[config.mk]
export PLATFORM = sky130hd
export DESIGN_NAME = ide_dma_seq
export DESIGN_NICKNAME = d
export VERILOG_FILES = /design/src/rtl/ide_dma_pkg.sv /design/src/rtl/ide_dma_ctrl.sv /design/src/rtl/ide_dma_dp.sv /design/src/rtl/ide_dma_seq.sv
export SDC_FILE = /design/constraint.sdc
export NUM_CORES = 1
export LEC_CHECK = 0
export BUFFER_PORTS_ARGS = -buffer_cell sky130_fd_sc_hd__buf_2
export CORE_MARGIN = 5
export CORE_UTILIZATION = 35
export CTS_BUF_LIST = sky130_fd_sc_hd__clkbuf_8
export DETAILED_ROUTE_END_ITERATION = 10
export HOLD_SLACK_MARGIN = 0.08
export PLACE_DENSITY = 0.55
export RECOVER_POWER = 25
export SETUP_SLACK_MARGIN = 0.5
export SKIP_LAST_GASP = 1
export SYNTH_ARGS = -nofsm -noshare
export SYNTH_HDL_FRONTEND = slang
export SYNTH_SLANG_ARGS = --single-unit
[constraint.sdc]
create_clock -name clk -period 13.9 [get_ports clk]
set_input_delay 0.695 -clock clk [delete_from_list [all_inputs] [get_ports clk]]
set_output_delay 0.695 -clock clk [all_outputs]
set_load 0.01 [all_outputs]
[src/rtl/ide_dma_pkg.sv]
package ide_dma_pkg;
  localparam int SECT_SHIFT = 9;
  localparam int PKT_SHIFT  = 11;
  localparam logic [7:0] STAT_READY_SEEK = 8'h50;

  typedef enum logic [1:0] {
    CMD_READ  = 2'd0,
    CMD_WRITE = 2'd1,
    CMD_TRIM  = 2'd2
  } cmd_e;

  typedef enum logic [1:0] {
    ST_IDLE,
    ST_WAIT,
    ST_BUSY
  } state_e;

  typedef struct packed {
    logic load;
    logic issue;
    logic finish;
    logic fail;
  } strobe_t;
endpackage

[src/rtl/ide_dma_ctrl.sv]
module ide_dma_ctrl
  import ide_dma_pkg::*;
#(
  parameter int LEN_W = 32
) (
  input  logic             clk,
  input  logic             rstN,
  input  logic             startValid,
  input  logic             descValid,
  input  logic [LEN_W-1:0] descLen,
  input  logic             stgDone,
  input  logic             stgErr,
  input  logic             remNonPos,
  input  logic             copyMode,
  output strobe_t          strb,
  output logic             descAck,
  output logic             descParked
);
  state_e state, nxt;

  always_ff @(posedge clk or negedge rstN) begin
    if (!rstN) state <= ST_IDLE;
    else       state <= nxt;
  end

  always_comb begin
    strb    = '0;
    descAck = 1'b0;
    nxt     = state;
    unique case (state)
      ST_IDLE: begin
        if (startValid) begin
          strb.load = 1'b1;
          nxt       = ST_WAIT;
        end
      end
      ST_WAIT: begin
        if (descValid) begin
          if (remNonPos) begin
            strb.finish = 1'b1;
            descAck     = 1'b1;
            nxt         = ST_IDLE;
          end else if (descLen == '0) begin
            descAck = 1'b1;
          end else begin
            strb.issue = 1'b1;
            nxt        = ST_BUSY;
          end
        end
      end
      ST_BUSY: begin
        if (stgDone) begin
          descAck = 1'b1;
          if (stgErr) begin
            strb.fail = 1'b1;
            nxt       = ST_IDLE;
          end else if (copyMode || remNonPos) begin
            strb.finish = 1'b1;
            nxt         = ST_IDLE;
          end else begin
            nxt = ST_WAIT;
          end
        end
      end
      default: nxt = ST_IDLE;
    endcase
  end

  assign descParked = descValid && (state == ST_IDLE);
endmodule

[src/rtl/ide_dma_dp.sv]
module ide_dma_dp
  import ide_dma_pkg::*;
#(
  parameter int ADDR_W = 32,
  parameter int LEN_W  = 32,
  parameter int CNT_W  = 16,
  parameter int BLK_W  = 32,
  parameter int OFS_W  = 48
) (
  input  logic              clk,
  input  logic              rstN,
  input  strobe_t           strb,
  input  logic              startIsPkt,
  input  logic [1:0]        startCmd,
  input  logic [BLK_W-1:0]  startSector,
  input  logic [CNT_W-1:0]  startCount,
  input  logic [BLK_W-1:0]  startLba,
  input  logic [LEN_W-1:0]  startPktSize,
  input  logic [ADDR_W-1:0] descAddr,
  input  logic [LEN_W-1:0]  descLen,
  output logic              remNonPos,
  output logic              copyMode,
  output logic              reqValid,
  output logic [OFS_W-1:0]  reqOffset,
  output logic [ADDR_W-1:0] reqAddr,
  output logic [LEN_W-1:0]  reqLen,
  output logic              reqDir,
  output logic              donePulse,
  output logic              errFlag,
  output logic [7:0]        statusOut,
  output logic              driveIrq
);
  logic signed [LEN_W-1:0] remaining;
  logic [LEN_W-1:0]        byteIdx;
  logic [BLK_W-1:0]        sectorR, lbaR;
  logic                    isPktR;
  logic [1:0]              cmdR;
  logic [LEN_W-1:0]        issueLen, remU;
  logic [OFS_W-1:0]        baseOfs;

  assign remNonPos = (remaining <= 0);
  assign remU      = LEN_W'(remaining);
  assign issueLen  = (copyMode && (remU < descLen)) ? remU : descLen;
  assign baseOfs   = isPktR ? (OFS_W'(lbaR) << PKT_SHIFT)
                            : (OFS_W'(sectorR) << SECT_SHIFT);

  always_ff @(posedge clk or negedge rstN) begin
    if (!rstN) begin
      remaining <= '0;
      byteIdx   <= '0;
      sectorR   <= '0;
      lbaR      <= '0;
      isPktR    <= 1'b0;
      cmdR      <= CMD_READ;
      copyMode  <= 1'b0;
      reqValid  <= 1'b0;
      reqOffset <= '0;
      reqAddr   <= '0;
      reqLen    <= '0;
      reqDir    <= 1'b0;
      donePulse <= 1'b0;
      errFlag   <= 1'b0;
      statusOut <= '0;
      driveIrq  <= 1'b0;
    end else begin
      reqValid  <= 1'b0;
      donePulse <= 1'b0;
      if (strb.load) begin
        remaining <= startIsPkt ? startPktSize
                                : (LEN_W'(startCount) << SECT_SHIFT);
        byteIdx   <= '0;
        sectorR   <= startSector;
        lbaR      <= startLba;
        isPktR    <= startIsPkt;
        cmdR      <= startCmd;
        copyMode  <= startIsPkt && (&startLba);
        errFlag   <= 1'b0;
        statusOut <= '0;
        driveIrq  <= 1'b0;
      end
      if (strb.issue) begin
        reqValid  <= 1'b1;
        reqAddr   <= descAddr;
        reqLen    <= issueLen;
        reqOffset <= copyMode ? OFS_W'(byteIdx) : baseOfs + OFS_W'(byteIdx);
        reqDir    <= !isPktR && (cmdR == CMD_WRITE || cmdR == CMD_TRIM);
        remaining <= remaining - $signed(issueLen);
        byteIdx   <= byteIdx + issueLen;
      end
      if (strb.finish) begin
        donePulse <= 1'b1;
        if (!isPktR) begin
          statusOut <= STAT_READY_SEEK;
          driveIrq  <= 1'b1;
        end
      end
      if (strb.fail) errFlag <= 1'b1;
    end
  end
endmodule

[src/rtl/ide_dma_seq.sv]
module ide_dma_seq
  import ide_dma_pkg::*;
#(
  parameter int ADDR_W = 32,
  parameter int LEN_W  = 32,
  parameter int CNT_W  = 16,
  parameter int BLK_W  = 32,
  parameter int OFS_W  = 48
) (
  input  logic              clk,
  input  logic              rstN,
  input  logic              startValid,
  input  logic              startIsPkt,
  input  logic [1:0]        startCmd,
  input  logic [BLK_W-1:0]  startSector,
  input  logic [CNT_W-1:0]  startCount,
  input  logic [BLK_W-1:0]  startLba,
  input  logic [LEN_W-1:0]  startPktSize,
  input  logic              descValid,
  input  logic [ADDR_W-1:0] descAddr,
  input  logic [LEN_W-1:0]  descLen,
  output logic              descAck,
  output logic              descParked,
  output logic              reqValid,
  output logic [OFS_W-1:0]  reqOffset,
  output logic [ADDR_W-1:0] reqAddr,
  output logic [LEN_W-1:0]  reqLen,
  output logic              reqDir,
  input  logic              stgDone,
  input  logic              stgErr,
  output logic              donePulse,
  output logic              errFlag,
  output logic [7:0]        statusOut,
  output logic              driveIrq
);
  strobe_t strb;
  logic    remNonPos, copyMode;

  ide_dma_ctrl #(.LEN_W(LEN_W)) uCtrl (
    .clk(clk), .rstN(rstN), .startValid(startValid), .descValid(descValid),
    .descLen(descLen), .stgDone(stgDone), .stgErr(stgErr),
    .remNonPos(remNonPos), .copyMode(copyMode), .strb(strb),
    .descAck(descAck), .descParked(descParked)
  );

  ide_dma_dp #(.ADDR_W(ADDR_W), .LEN_W(LEN_W), .CNT_W(CNT_W),
               .BLK_W(BLK_W), .OFS_W(OFS_W)) uDp (
    .clk(clk), .rstN(rstN), .strb(strb), .startIsPkt(startIsPkt),
    .startCmd(startCmd), .startSector(startSector), .startCount(startCount),
    .startLba(startLba), .startPktSize(startPktSize), .descAddr(descAddr),
    .descLen(descLen), .remNonPos(remNonPos), .copyMode(copyMode),
    .reqValid(reqValid), .reqOffset(reqOffset), .reqAddr(reqAddr),
    .reqLen(reqLen), .reqDir(reqDir), .donePulse(donePulse),
    .errFlag(errFlag), .statusOut(statusOut), .driveIrq(driveIrq)
  );
endmodule

==> results.yml <==
run_status:
  status: "finished with violations"
  violations: "capacitance limit, slew limit"
placed_design:
  io_buffer_count: 307
  place.gp.congestion: 0.916
  dp_hpwl_um: 44200
  dp_cells: 2935
  placed_area_um2: 19100
sta:
  period_needed_ns: 6.71
  relSlewSlack_pct: -151
  setup_viol: 0
  finClkSkew_ns: 0.0338
  tightest_slew_ns: 3.76
  final_max_slew_viol_count: 115
  hold_slack_ns: 0.262
  fin_crit_sh_pct: 48.3
  hold_viol: 0
  fin_setup_tns_ns: 0
  max_freq_ghz: 0.149
  rsz0062_at_grt: "false"
cts:
  clkSlewWorstSetupHoldPaths_ns: 0.06
  htree_levels: 2
  clkSinkCount: 255
  clkLatencyLatePin_ns: 0.63
  cts.repair.resized: 0
  cts.hold.buffers_added: 1
  numCtsBuffers: 49
  post-cts-setup-buffer-count: 0
  cts_tree: "yes"
  clockBufferDepth: 3
  cts_root_buffer: "clkbuf_8"
critical_path:
  start_kind: "flop"
  cp.required_ns: 14.37
  critPathCaptureType: "flop"
  crit_type: "flop to flop"
  cp.arrival_ns: 7.19
  path_max_fanout: 48
floorplan:
  dieArea_um2: 53300
  die_width_um: 231
  rows: 81
  io_pins: 312
  core_area_um2: 48500
  die_y_um: 231
  start_util_pct: 35.1
pwr:
  power.total_mw: 4.30
  powerDensity_nw_per_um2: 215
  ir_worst_vdd_v: 0.0000759
  leakagePower_nw: 9.83
global_route:
  grt-ovfl-total: 0
  grt_max_degree: 101
  grt_pass1_wl_um: 91400
  antenna_found_initial: 1
  grt_pass1_vias: 16000
  track_usage_pct: 21.6
drt:
  ant_nets: 0
  wl_um: 59400
  drt_first_pass_iters: 5
  drc: 0
  routed_via_density: 5.32
  route.vias.total: 16100
  drt_iter0_drc: 1361
  post_drt_wl_per_cell_um: 19.6
finish:
  fill_cells: 5117
  regArea_um2: 6380
  area_growth_pct: 17.1
  fin_cells: 3024
  layout_common_cells: "nand2_1 (532), dfrtp_1 (254), buf_2 (213), o21ai_0 (140), a21oi_1 (130)"
  layout-drive-gt1-share_pct: 14.9
  final_cell_area_um2: 20000
  multiInputGateArea_um2: 9970
  nNetsFinal: 2664
  mostFrequentLayoutCell: "nand2_1"
logic_synthesis:
  avgSynthCellArea_um2: 8.14
  synth.top_cell.area_share_pct: 37.4
  yosysWarnings: 0
  ys_types: 84
  mappedNetlistArea_um2: 17100
  yosys-top-cells-area: "dfrtp_1 (37%), nand2_1 (12%), ha_1 (8.1%), o21ai_0 (4.1%), a21oi_1 (3.8%)"
  ys_ff_latch: 255
  synth_ff_type: "dfrtp_1"
  syn_inst: 2096
  seq_area_frac_synth_pct: 37.4
  synth_enable_flop_cells: 0
  async_flop_share_pct: 100
  yosys.area.top_type: "dfrtp_1"
min_path:
  worstHoldPathType: "input port to flop"
flow_run:
  maxCapViolations: 2
[final cells by class]
class                           instances  area share [%]
Inverter                               80            1.51
Sequential cell                       255            31.9
Clock buffer                           64            4.41
Clock inverter                         22           0.607
Timing Repair Buffer                  324            7.75
Tap cell                              622            3.89
Antenna cell                            2          0.0250
Multi-Input combinational cell       1655            49.9
[report_power, final]
| group | internal [mW] | total [mW] | switching [mW] | leakage [nW] |
|---|---|---|---|---|
| Clock | 0.428 | 0.774 | 0.346 | 0.577 |
| Sequential | 1.06 | 1.35 | 0.292 | 3.22 |
| Combinational | 0.857 | 2.17 | 1.32 | 6.03 |
[cell families (layout without fill, tap and decap cells)]
family                     count (synthesis)  in the layout  synth area share, %
AOI/OAI and AO/OA                        499            499                 18.7
buffers and inverters                    189            490                 4.33
other                                      1              6               0.0220
adders and majority gates                123            123                 9.02
and+or+nand+nor                          895            895                 23.0
DFF                                      255            255                 37.4
xor gates and xnor gates                  77             77                 3.95
muxes                                     57             57                 3.53
[metrics by stage]
step,worst slack (ns),utilization [%]
2_1_floorplan,8.15,-
3_3_place_gp,6.88,39.4
3_5_place_dp,6.81,39.4
4_1_cts,7.16,41.4
5_1_grt,6.71,41.2
6_report,7.19,41.2
[synthesized netlist by cell type, types with 32 or more instances]
cell        n
dfrtp_1   255
nand3_1    65
a21oi_1   130
clkbuf_1   73
mux2i_1    32
inv_1      80
o21ai_0   140
nor2_1    110
a21o_1     33
nand2_1   532
xor2_1     34
xnor2_1    43
nand2b_1   32
ha_1      111
[worst max-delay path, cell delays in order, from the launching register on]
cell      delay (ns)
dfrtp_1         0.61
ha_1            0.32
nand4_1         0.16
nor3_1          0.09
a221oi_2        0.41
nand2_1         0.32
nor2_4          0.60
buf_4           0.51
nor2_1          0.08
a21oi_1         0.41
ha_1            0.31
nor2_1          0.06
maj3_1          0.36
o31ai_1         0.58
a22oi_1         0.27
nor3_1          0.27
a22oi_1         0.14
a221oi_2        0.52
o31a_1          0.25
mux2i_1         0.19
a311oi_1        0.06
[metal layers]
layer | routed length, µm | track usage, % | part of all wire, % | up-vias
li1 | - | - | - | 7838
met1 | 26000 | 28.4 | 44 | 7670
met2 | 28700 | 36.6 | 48 | 485
met3 | 2950 | 3.21 | 5.0 | 100
met4 | 1710 | 7.06 | 2.9 | 0
met5 | 0 | 0 | 0 | -
[flip-flops by register name, summed over array words and instances (netlist names), 2 cells and up]
signal and flops:
uCtrl.state 2, uDp.lbaR 32, uDp.sectorR 32, uDp.statusOut 8
uDp.reqLen 32, uDp.reqAddr 32, uDp.reqOffset 44, uDp.remU 32
uDp.byteIdx 32, uDp.cmdR 2
[path summary, 6_finish.rpt]
| path | start | endpoint | slack, ns | depth (start not counted) |
|---|---|---|---|---|
| worst max-delay path | uDp.remU[20]$_DFFE_PN0P_ | uDp.remU[28]$_DFFE_PN0P_ | 7.19 | 20 |
| worst min-delay path | startSector[10] | uDp.sectorR[10]$_DFFE_PN0P_ | 0.26 | 3 |
| worst max register to register | uDp.remU[20]$_DFFE_PN0P_ | uDp.remU[28]$_DFFE_PN0P_ | 7.19 | 20 |
| worst min register to register | uDp.lbaR[10]$_DFFE_PN0P_ | uDp.lbaR[10]$_DFFE_PN0P_ | 0.47 | 2 |
| max in group asynchronous | rstN | uDp.copyMode$_DFFE_PN0P_ | 8.73 | 4 |
| min in group asynchronous | rstN | uDp.remU[15]$_DFFE_PN0P_ | 1.90 | 2 |
Note: power is estimated with default switching activity, not from simulation.
